File: config.mk
export PLATFORM = sky130hd
export DESIGN_NAME = bcm_monitor
export DESIGN_NICKNAME = d
export VERILOG_FILES = /design/src/rtl/bcm_pkg.sv /design/src/rtl/bcm_tick.sv /design/src/rtl/bcm_classify.sv /design/src/rtl/bcm_tracker.sv /design/src/rtl/bcm_monitor.sv
export SDC_FILE = /design/constraint.sdc
export NUM_CORES = 1
export LEC_CHECK = 0
export BUFFER_PORTS_ARGS = -buffer_cell sky130_fd_sc_hd__buf_2
export CORE_UTILIZATION = 50
export CTS_CLUSTER_DIAMETER = 40
export DETAILED_ROUTE_END_ITERATION = 10
export PLACE_DENSITY = 0.73
export SETUP_SLACK_MARGIN = 0.4
export SLEW_MARGIN = 20
export SYNTH_ARGS = -nofsm -noshare
export SYNTH_HDL_FRONTEND = slang
export SYNTH_SLANG_ARGS = --single-unit
File: constraint.sdc
create_clock -name clk_i -period 2.65 [get_ports clk_i]
set_input_delay 0.265 -clock clk_i [delete_from_list [all_inputs] [get_ports clk_i]]
set_output_delay 0.265 -clock clk_i [all_outputs]
set_load 0.02 [all_outputs]
File: src/rtl/bcm_pkg.sv
package bcm_pkg;

    typedef enum logic [2:0] {
        K_MEM_RD    = 3'd0,
        K_MEM_RD_LK = 3'd1,
        K_MEM_WR    = 3'd2,
        K_MEM_WR_LK = 3'd3,
        K_IO_RD     = 3'd4,
        K_IO_WR     = 3'd5,
        K_INTA      = 3'd6,
        K_HALT      = 3'd7
    } kind_e;

    typedef enum logic [1:0] {
        ST_IDLE = 2'd0,
        ST_BUSY = 2'd1,
        ST_HOLD = 2'd2
    } status_e;

    // Captured definition of one cycle
    typedef struct packed {
        kind_e      kind;
        logic       bad;
        logic       cop;
        logic [1:0] lanes;
    } cdef_t;

endpackage

File: src/rtl/bcm_tick.sv
module bcm_tick #(
    parameter int STATE_CLKS = 2
) (
    input  logic clk_i,
    input  logic rst_ni,
    output logic tick_o
);
    localparam int PH_W = (STATE_CLKS > 1) ? $clog2(STATE_CLKS) : 1;
    localparam logic [PH_W-1:0] LAST = PH_W'(STATE_CLKS - 1);

    logic [PH_W-1:0] ph_d, ph_q;

    assign tick_o = (ph_q == LAST);

    always_comb begin
        ph_d = tick_o ? '0 : ph_q + 1'b1;
    end

    always_ff @(posedge clk_i or negedge rst_ni) begin
        if (!rst_ni) ph_q <= '0;
        else         ph_q <= ph_d;
    end
endmodule

File: src/rtl/bcm_classify.sv
module bcm_classify
    import bcm_pkg::*;
(
    input  logic       mem_io_i,
    input  logic       wr_rd_i,
    input  logic       dat_ctl_i,
    input  logic       lock_i,
    input  logic       addr_hi_i,
    input  logic [1:0] ben_i,
    output cdef_t      def_o
);
    always_comb begin
        def_o       = '0;
        def_o.lanes = ben_i;
        def_o.cop   = addr_hi_i & ~mem_io_i;
        case ({mem_io_i, dat_ctl_i, wr_rd_i})
            3'b000: begin
                def_o.kind = K_INTA;
                def_o.bad  = ~lock_i;
            end
            3'b001: def_o.kind = K_HALT;
            3'b010: def_o.kind = K_IO_RD;
            3'b011: def_o.kind = K_IO_WR;
            3'b101: begin
                def_o.kind = K_MEM_RD;
                def_o.bad  = 1'b1;
            end
            3'b111: def_o.kind = lock_i ? K_MEM_WR_LK : K_MEM_WR;
            default: def_o.kind = lock_i ? K_MEM_RD_LK : K_MEM_RD;
        endcase
    end
endmodule

File: src/rtl/bcm_tracker.sv
module bcm_tracker
    import bcm_pkg::*;
#(
    parameter int WAIT_W = 8,
    parameter int CNT_W  = 16
) (
    input  logic              clk_i,
    input  logic              rst_ni,
    input  logic              tick_i,
    input  logic              strobe_i,
    input  logic              ready_i,
    input  logic              hold_i,
    input  cdef_t             def_i,
    output status_e           status_o,
    output logic              cop_o,
    output logic              done_o,
    output kind_e             kind_o,
    output logic [WAIT_W-1:0] waits_o,
    output logic [1:0]        lanes_o,
    output logic              short_o,
    output logic              ovl_o,
    output logic              proto_o,
    output logic [CNT_W-1:0]  cnt_o
);
    typedef struct packed {
        logic              active;
        cdef_t             cur;
        logic [WAIT_W-1:0] elapsed;
        status_e           status;
        logic              cop;
        logic              done;
        kind_e             kind;
        logic [WAIT_W-1:0] waits;
        logic [1:0]        lanes;
        logic              short_e;
        logic              ovl_e;
        logic              proto_e;
        logic [CNT_W-1:0]  cnt;
    } trk_t;

    trk_t d, q;

    always_comb begin
        d = q;
        if (tick_i) begin
            d.done    = 1'b0;
            d.short_e = 1'b0;
            d.ovl_e   = 1'b0;
            d.proto_e = 1'b0;
            // termination of the cycle in flight
            if (q.active && ready_i) begin
                d.done    = 1'b1;
                d.kind    = q.cur.kind;
                d.waits   = q.elapsed;
                d.lanes   = q.cur.lanes;
                d.proto_e = q.cur.bad;
                d.active  = 1'b0;
            end else if (q.active) begin
                d.elapsed = (&q.elapsed) ? q.elapsed : q.elapsed + 1'b1;
            end
            // a fresh strobe
            if (strobe_i) begin
                if (q.active && !ready_i) begin
                    d.ovl_e = 1'b1;
                end
                if (!q.active && ready_i) begin
                    d.done    = 1'b1;
                    d.short_e = 1'b1;
                    d.kind    = def_i.kind;
                    d.waits   = '0;
                    d.lanes   = def_i.lanes;
                    d.proto_e = def_i.bad;
                    d.active  = 1'b0;
                end else begin
                    d.active  = 1'b1;
                    d.cur     = def_i;
                    d.elapsed = '0;
                end
            end
            if (d.done) begin
                d.cnt = q.cnt + 1'b1;
            end
            d.cop    = d.active & d.cur.cop;
            d.status = hold_i   ? ST_HOLD :
                       d.active ? ST_BUSY : ST_IDLE;
        end
    end

    always_ff @(posedge clk_i or negedge rst_ni) begin
        if (!rst_ni) q <= '0;
        else         q <= d;
    end

    assign status_o = q.status;
    assign cop_o    = q.cop;
    assign done_o   = q.done;
    assign kind_o   = q.kind;
    assign waits_o  = q.waits;
    assign lanes_o  = q.lanes;
    assign short_o  = q.short_e;
    assign ovl_o    = q.ovl_e;
    assign proto_o  = q.proto_e;
    assign cnt_o    = q.cnt;
endmodule

File: src/rtl/bcm_monitor.sv
module bcm_monitor
    import bcm_pkg::*;
#(
    parameter int STATE_CLKS = 2,
    parameter int WAIT_W     = 8,
    parameter int CNT_W      = 16
) (
    input  logic              clk_i,
    input  logic              rst_ni,
    input  logic              strobe_i,
    input  logic              mem_io_i,
    input  logic              wr_rd_i,
    input  logic              dat_ctl_i,
    input  logic              lock_i,
    input  logic [1:0]        ben_i,
    input  logic              addr_hi_i,
    input  logic              ready_i,
    input  logic              hold_ack_i,
    output logic [1:0]        bus_status_o,
    output logic              cop_sel_o,
    output logic              done_o,
    output logic [2:0]        kind_o,
    output logic [WAIT_W-1:0] waits_o,
    output logic [1:0]        lanes_o,
    output logic              short_err_o,
    output logic              overlap_err_o,
    output logic              proto_err_o,
    output logic [CNT_W-1:0]  cyc_cnt_o
);
    logic    tick;
    cdef_t   def_now;
    status_e status;
    kind_e   kind;

    bcm_tick #(.STATE_CLKS(STATE_CLKS)) u_tick (
        .clk_i  (clk_i),
        .rst_ni (rst_ni),
        .tick_o (tick)
    );

    bcm_classify u_cls (
        .mem_io_i  (mem_io_i),
        .wr_rd_i   (wr_rd_i),
        .dat_ctl_i (dat_ctl_i),
        .lock_i    (lock_i),
        .addr_hi_i (addr_hi_i),
        .ben_i     (ben_i),
        .def_o     (def_now)
    );

    bcm_tracker #(.WAIT_W(WAIT_W), .CNT_W(CNT_W)) u_trk (
        .clk_i    (clk_i),
        .rst_ni   (rst_ni),
        .tick_i   (tick),
        .strobe_i (strobe_i),
        .ready_i  (ready_i),
        .hold_i   (hold_ack_i),
        .def_i    (def_now),
        .status_o (status),
        .cop_o    (cop_sel_o),
        .done_o   (done_o),
        .kind_o   (kind),
        .waits_o  (waits_o),
        .lanes_o  (lanes_o),
        .short_o  (short_err_o),
        .ovl_o    (overlap_err_o),
        .proto_o  (proto_err_o),
        .cnt_o    (cyc_cnt_o)
    );

    assign bus_status_o = status;
    assign kind_o       = kind;
endmodule

---- After elaboration in Yosys (flattened, before gate mapping) ----
Index checks and enable logic that the tools add are counted.
word-level totals
  register bits after elaboration ......... 53
  output and inout bits ................... 36
  word-level logic and storage cells ...... 62
cells by class
  $add $sub $neg .......................... 3
  eq/ne operators ......................... 7
  multiplexer cells ....................... 22
  bitwise logic cells ..................... 4
  reductions and logical operators ........ 9
operators with widths
  kind                                           count
  2-to-1 mux 17 bit                              2
  2-to-1 mux 16 bit                              2
  2-to-1 mux 15 bit                              2
  2-to-1 mux 8 bit                               3
  one-hot mux 3 bit (6 select lines)             1
  adder 16 x 1 -> 16 bit, second input constant  1
  2-to-1 mux 14 bit                              1
  2-to-1 mux 1 bit                               9
  adder 8 x 1 -> 8 bit, second input constant    1
  AND reduction 8 bit                            1
  == test 3 x 2 -> 1 bit, second input constant  2
  == test 3 bit, second input constant           2
  != test 2 bit, second input constant           2
  == test 3 x 1 -> 1 bit, second input constant  1
  logical AND 1 bit                              3
  logical NOT 3 bit                              1
  AND reduction 3 bit                            1
  bitwise AND 1 bit                              2
  logical NOT 1 bit                              2
  2-to-1 mux 2 bit                               1
  NOT 1 bit                                      2
  one-hot mux 1 bit (2 select lines)             1
  AND reduction 2 bit                            1
  adder 1 bit, second input constant             1

---- Depth between registers and ports, before layout ----
  depth in word-level cells ............... 9
  mapped depth ............................ 6
  gate-level depth less buffers ........... 5

---- By module ----
A second synthesis with hierarchy kept.
second synthesis, totals
  cell total of the unflattened synthesis .. 278
  area total of the unflattened synthesis .. 2682.6 µm²
modules (own cells, without submodules)
  module        times used  cells an instance  area each (µm²)  sequential area each (µm²)
  bcm_tracker   1           264                2582.5           1301.2
  bcm_classify  1           12                 71.3             0.0
  bcm_tick      1           2                  28.8             25.0

---- Least setup slack after synthesis ----
No wires, ideal clock.
  kind .................................... register to register
  start ................................... register u_trk.q[51] (netlist bit)
  end ..................................... register u_trk.q[43] (netlist bit)
  setup time .............................. 120 ps
  data arrival time ....................... 1332 ps
  data required time ...................... 2530 ps
  setup slack ............................. 1198 ps
  cell stages (with the launch flop) ...... 6
  clock period less this slack ............ 1452 ps
  cell sequence ........................... dfrtp_1 -> buf_4 -> and3b_2 -> nand2_2 -> or4b_1 -> o211a_1
between the ends
  word-level cells in the longest chain between the ends .. 5
  elaborated cells on any way between the ends .. 8
RTL lines
  element                                                       line                                  source
  from (decl)                                                   bcm_tracker.sv:41                     trk_t d, q;
  from (signal assigned)                                        bcm_tracker.sv:90                     if (!rst_ni) q <= '0;
  from (signal assigned)                                        bcm_tracker.sv:91                     else q <= d;
  2-to-1 mux 8 bit, or another cell as far along                bcm_tracker.sv:58                     end else if (q.active) begin
  2-to-1 mux 8 bit / logical AND 1 bit (equally long branches)  bcm_tracker.sv:51, bcm_tracker.sv:66
  2-to-1 mux 15 bit                                             bcm_tracker.sv:66                     if (!q.active && ready_i) begin
  2-to-1 mux 16 bit *                                           bcm_tracker.sv:62                     if (strobe_i) begin
  2-to-1 mux 16 bit *                                           bcm_tracker.sv:45                     if (tick_i) begin
Every way passes the cells marked *; elsewhere a longest branch is shown, timed or not. The select of a mux whose other input is x is not followed.
A chain may end at the register's enable or synchronous reset.

---- Final worst setup path ----
  start ................................... register u_tick.ph_q (netlist: u_tick.tick_o)
  end ..................................... register u_trk.q, in the netlist u_trk.cnt_o[7]
between the ends
  word-level cells in the longest chain between the ends .. 1
RTL lines
  element                               line            source
  from (decl)                           bcm_tick.sv:11  logic [PH_W-1:0] ph_d, ph_q;
  from (signal assigned)                bcm_tick.sv:21  else ph_q <= ph_d;
  AND reduction 2 bit (no source line)  --
Every way passes these cells.

==> impl_metrics.yaml <==
run_status:
  outcome: "complete, no violations"
timing:
  period_share: 0.680
  maxSlewViolCount: 0
  hold_ws_ns: 0.0529
  final.setup.tns_ns: 0
  clock_skew_ns: 0.00357
  tightest_slew_ns: 0.645
  min_period_ns: 1.80
  relSlewSlack: 0.570
  rsz0062_at_grt: "false"
  hold_viol_final: 0
  fmax_mhz: 555
  setup_viol_count_final: 0
placed_design:
  gp_congestion: 0.828
  dp_hpwl_um: 3400
  port_buffers: 47
routing:
  wire_per_inst_um: 14.1
  avgViaCountPerCell: 5.40
  drt_iter0_markers: 158
  ant_nets: 0
  routed_wirelength_um: 4730
  vias: 1815
  drt_first_pass_iters: 4
  drcViolationCount: 0
global_routing:
  grt-ovfl-total: 0
  grt_pass1_wl_um: 8160
  grt_pass1_vias: 1736
  grt_max_degree: 54
  grt_usage: 0.198
  antenna_found_initial: 0
setup_path:
  r2r-start: "u_tick.tick_o"
  path_cells: "o211ai_1 -> buf_4 -> nor2_1 -> and4_1 -> xor2_1"
  r2r_end: "u_trk.cnt_o[7]"
  crit_start: "u_tick.tick_o"
  cp_max_fo: 13
  worstSetupPathType: "reg -> reg"
  slowest_delay_ns: 0.61
  regToRegSetupSlack_ns: 0.85
  ff2ff_path_depth: 5
  worstSetupEndpointType: "register"
  worstSetupStartpointType: "register"
  cpMaxStageDelayCell: "dfrtp_1"
  cp.arrival_ns: 2.04
  cp.required_ns: 2.89
pwr:
  p_sw_frac: 0.321
  leakagePower_nw: 1.35
  seqPwrFrac: 0.548
  combPwrFrac: 0.199
  clockPowerShare: 0.253
  p_int_mw: 1.22
  power_density_mw_per_mm2: 653
  switchingPower_uw: 576
  vdd_drop_max_mv: 0.386
synth:
  ys_ff_latch: 53
  synth_edf_count: 0
  synthCells: 250
  synth_cell_types: 44
  synth_warnings: 0
  synth_nets: 264
  async_flop_share: 1.00
  synthTopCellsByArea: "dfrtp_1, buf_4, xnor2_1, nand2_1, a22o_1"
  yosysSeqAreaShare: 0.512
  yosys.area.top_type: "dfrtp_1"
  syn_area_mm2: 0.00259
  synth_flop_cell: "dfrtp_1"
  synth_area_per_cell_um2: 10.4
  netlist.area_leader.share: 0.512
clock_network:
  clkTransAtPathRegs_ns: 0.09
  clk_latency_ns: 0.31
  numCtsBuffers: 5
  cts_tree: "yes"
  ctsLongestPathBuffers: 2
  cts_max_level: 2
  cts-root-buf: "clkbuf_8"
  cts_resized: 0
  cts-hold-fix-buffers: 0
  cts.sinks: 53
  cts_setup_buffers: 0
floorplanning:
  die_height_um: 74.0
  row_count: 25
  pin_count: 48
  start_util: 0.534
  core_area_mm2: 0.00485
  die_x_um: 74.0
  die_area_mm2: 0.00547
worst_hold_path:
  hold_path_class: "in -> async"
final_layout:
  final_common_cell: "dfrtp_1"
  finalNetCount: 282
  layout_common_cells: "dfrtp_1, buf_2, nand2_1, nand3_1"
  drive_gt1_frac: 0.245
  fillers: 433
  area_growth_pct: 6.19
  n_antenna_cell: 0
run:
  drv_cap: 0
layer usage:
layer  GRT usage  vias to the layer above  share of wire
met5           0                        -              0
met4      0.0919                        0          0.017
met3      0.0379                        8          0.045
met2       0.287                       51           0.45
met1       0.288                      868           0.49
li1            -                      888              -
sequential cells by signal, summed over array words and instances (netlist names):
signal and cells:
u_trk.q 16, u_trk.lanes_o 2, u_trk.kind_o 3, u_tick.tick_o 1
u_trk.status_o 2, u_trk.short_o 1, u_trk.waits_o 8, u_trk.proto_o 1
u_trk.cnt_o 16, u_trk.cop_o 1, u_trk.ovl_o 1, u_trk.done_o 1
power groups by stage:
stage | sequential, mW | clock, mW | combinational (mW)
final | 0.982 | 0.455 | 0.357
after global placement | 0.997 | 0 | 0.355
after detailed placement | 1.00 | 0 | 0.360
after floorplan | 0.982 | 0 | 0.326
after CTS | 0.983 | 0.466 | 0.362
after global routing | 0.999 | 0.506 | 0.399
worst max path at each step:
stage | endpoint | depth (start not counted)
3_3_place_gp | u_trk.cnt_o[7] | 5
5_1_grt | u_trk.cnt_o[7] | 5
3_5_place_dp | u_trk.cnt_o[7] | 5
6_report | u_trk.cnt_o[7] | 5
4_1_cts | u_trk.cnt_o[7] | 5
2_1_floorplan | u_trk.q[43] | 5
final cells by class:
class | instances | area [µm²] | area share
flip-flops and latches | 53 | 1330 | 0.482
clock inverters | 3 | 22.5 | 0.00819
inverters | 8 | 30.0 | 0.0109
repair buffers | 50 | 258 | 0.0938
clock buffers | 5 | 68.8 | 0.0250
multi-input cells | 150 | 960 | 0.349
well taps | 67 | 83.8 | 0.0305
kinds of logic (layout without fill, tap and decap cells):
group	Yosys count	count (layout)	share of synthesized area
fa+ha+maj	2	2	0.00966
buf+inv	47	66	0.117
mux	7	7	0.0300
xor+xnor	16	16	0.0541
compound gates	54	54	0.140
flops	53	53	0.512
simple gates	71	71	0.137
cell usage after synthesis, types with 2 or more instances:
cell and instances:
o211ai_1 4, buf_2 4, nand2b_1 2, and2_1 2, dfrtp_1 53, and3_1 5
nor2_1 11, inv_1 8, clkbuf_1 2, a21oi_1 12, o31ai_1 2, nand4_1 4
nor4_1 2, xnor2_1 12, nand3_1 13, mux2_2 6, buf_4 32, a22o_1 8
o21a_1 3, nor3_1 3, nand2_1 21, ha_1 2, o21ai_0 10, o22ai_1 4
a22oi_1 2, or3_1 2, xor2_1 4
metrics by stage:
step	power, mW	std cells	util	instance area, µm²	setup WS (ns)
2_1_floorplan	1.31	250	-	2590	1.20
3_3_place_gp	1.35	328	0.548	2660	0.955
3_5_place_dp	1.36	328	0.548	2660	0.869
4_1_cts	1.81	336	0.567	2750	0.838
5_1_grt	1.90	336	0.567	2750	0.672
6_report	1.79	336	0.567	2750	0.849
critical path, delay by kind of cell, from the launching register on:
family	cells	cell delay, ns
simple gates	2	0.61
xor+xnor	1	0.14
flops	1	0.61
compound gates	1	0.15
buf+inv	1	0.21
Note: power is estimated with default switching activity, not from simulation.
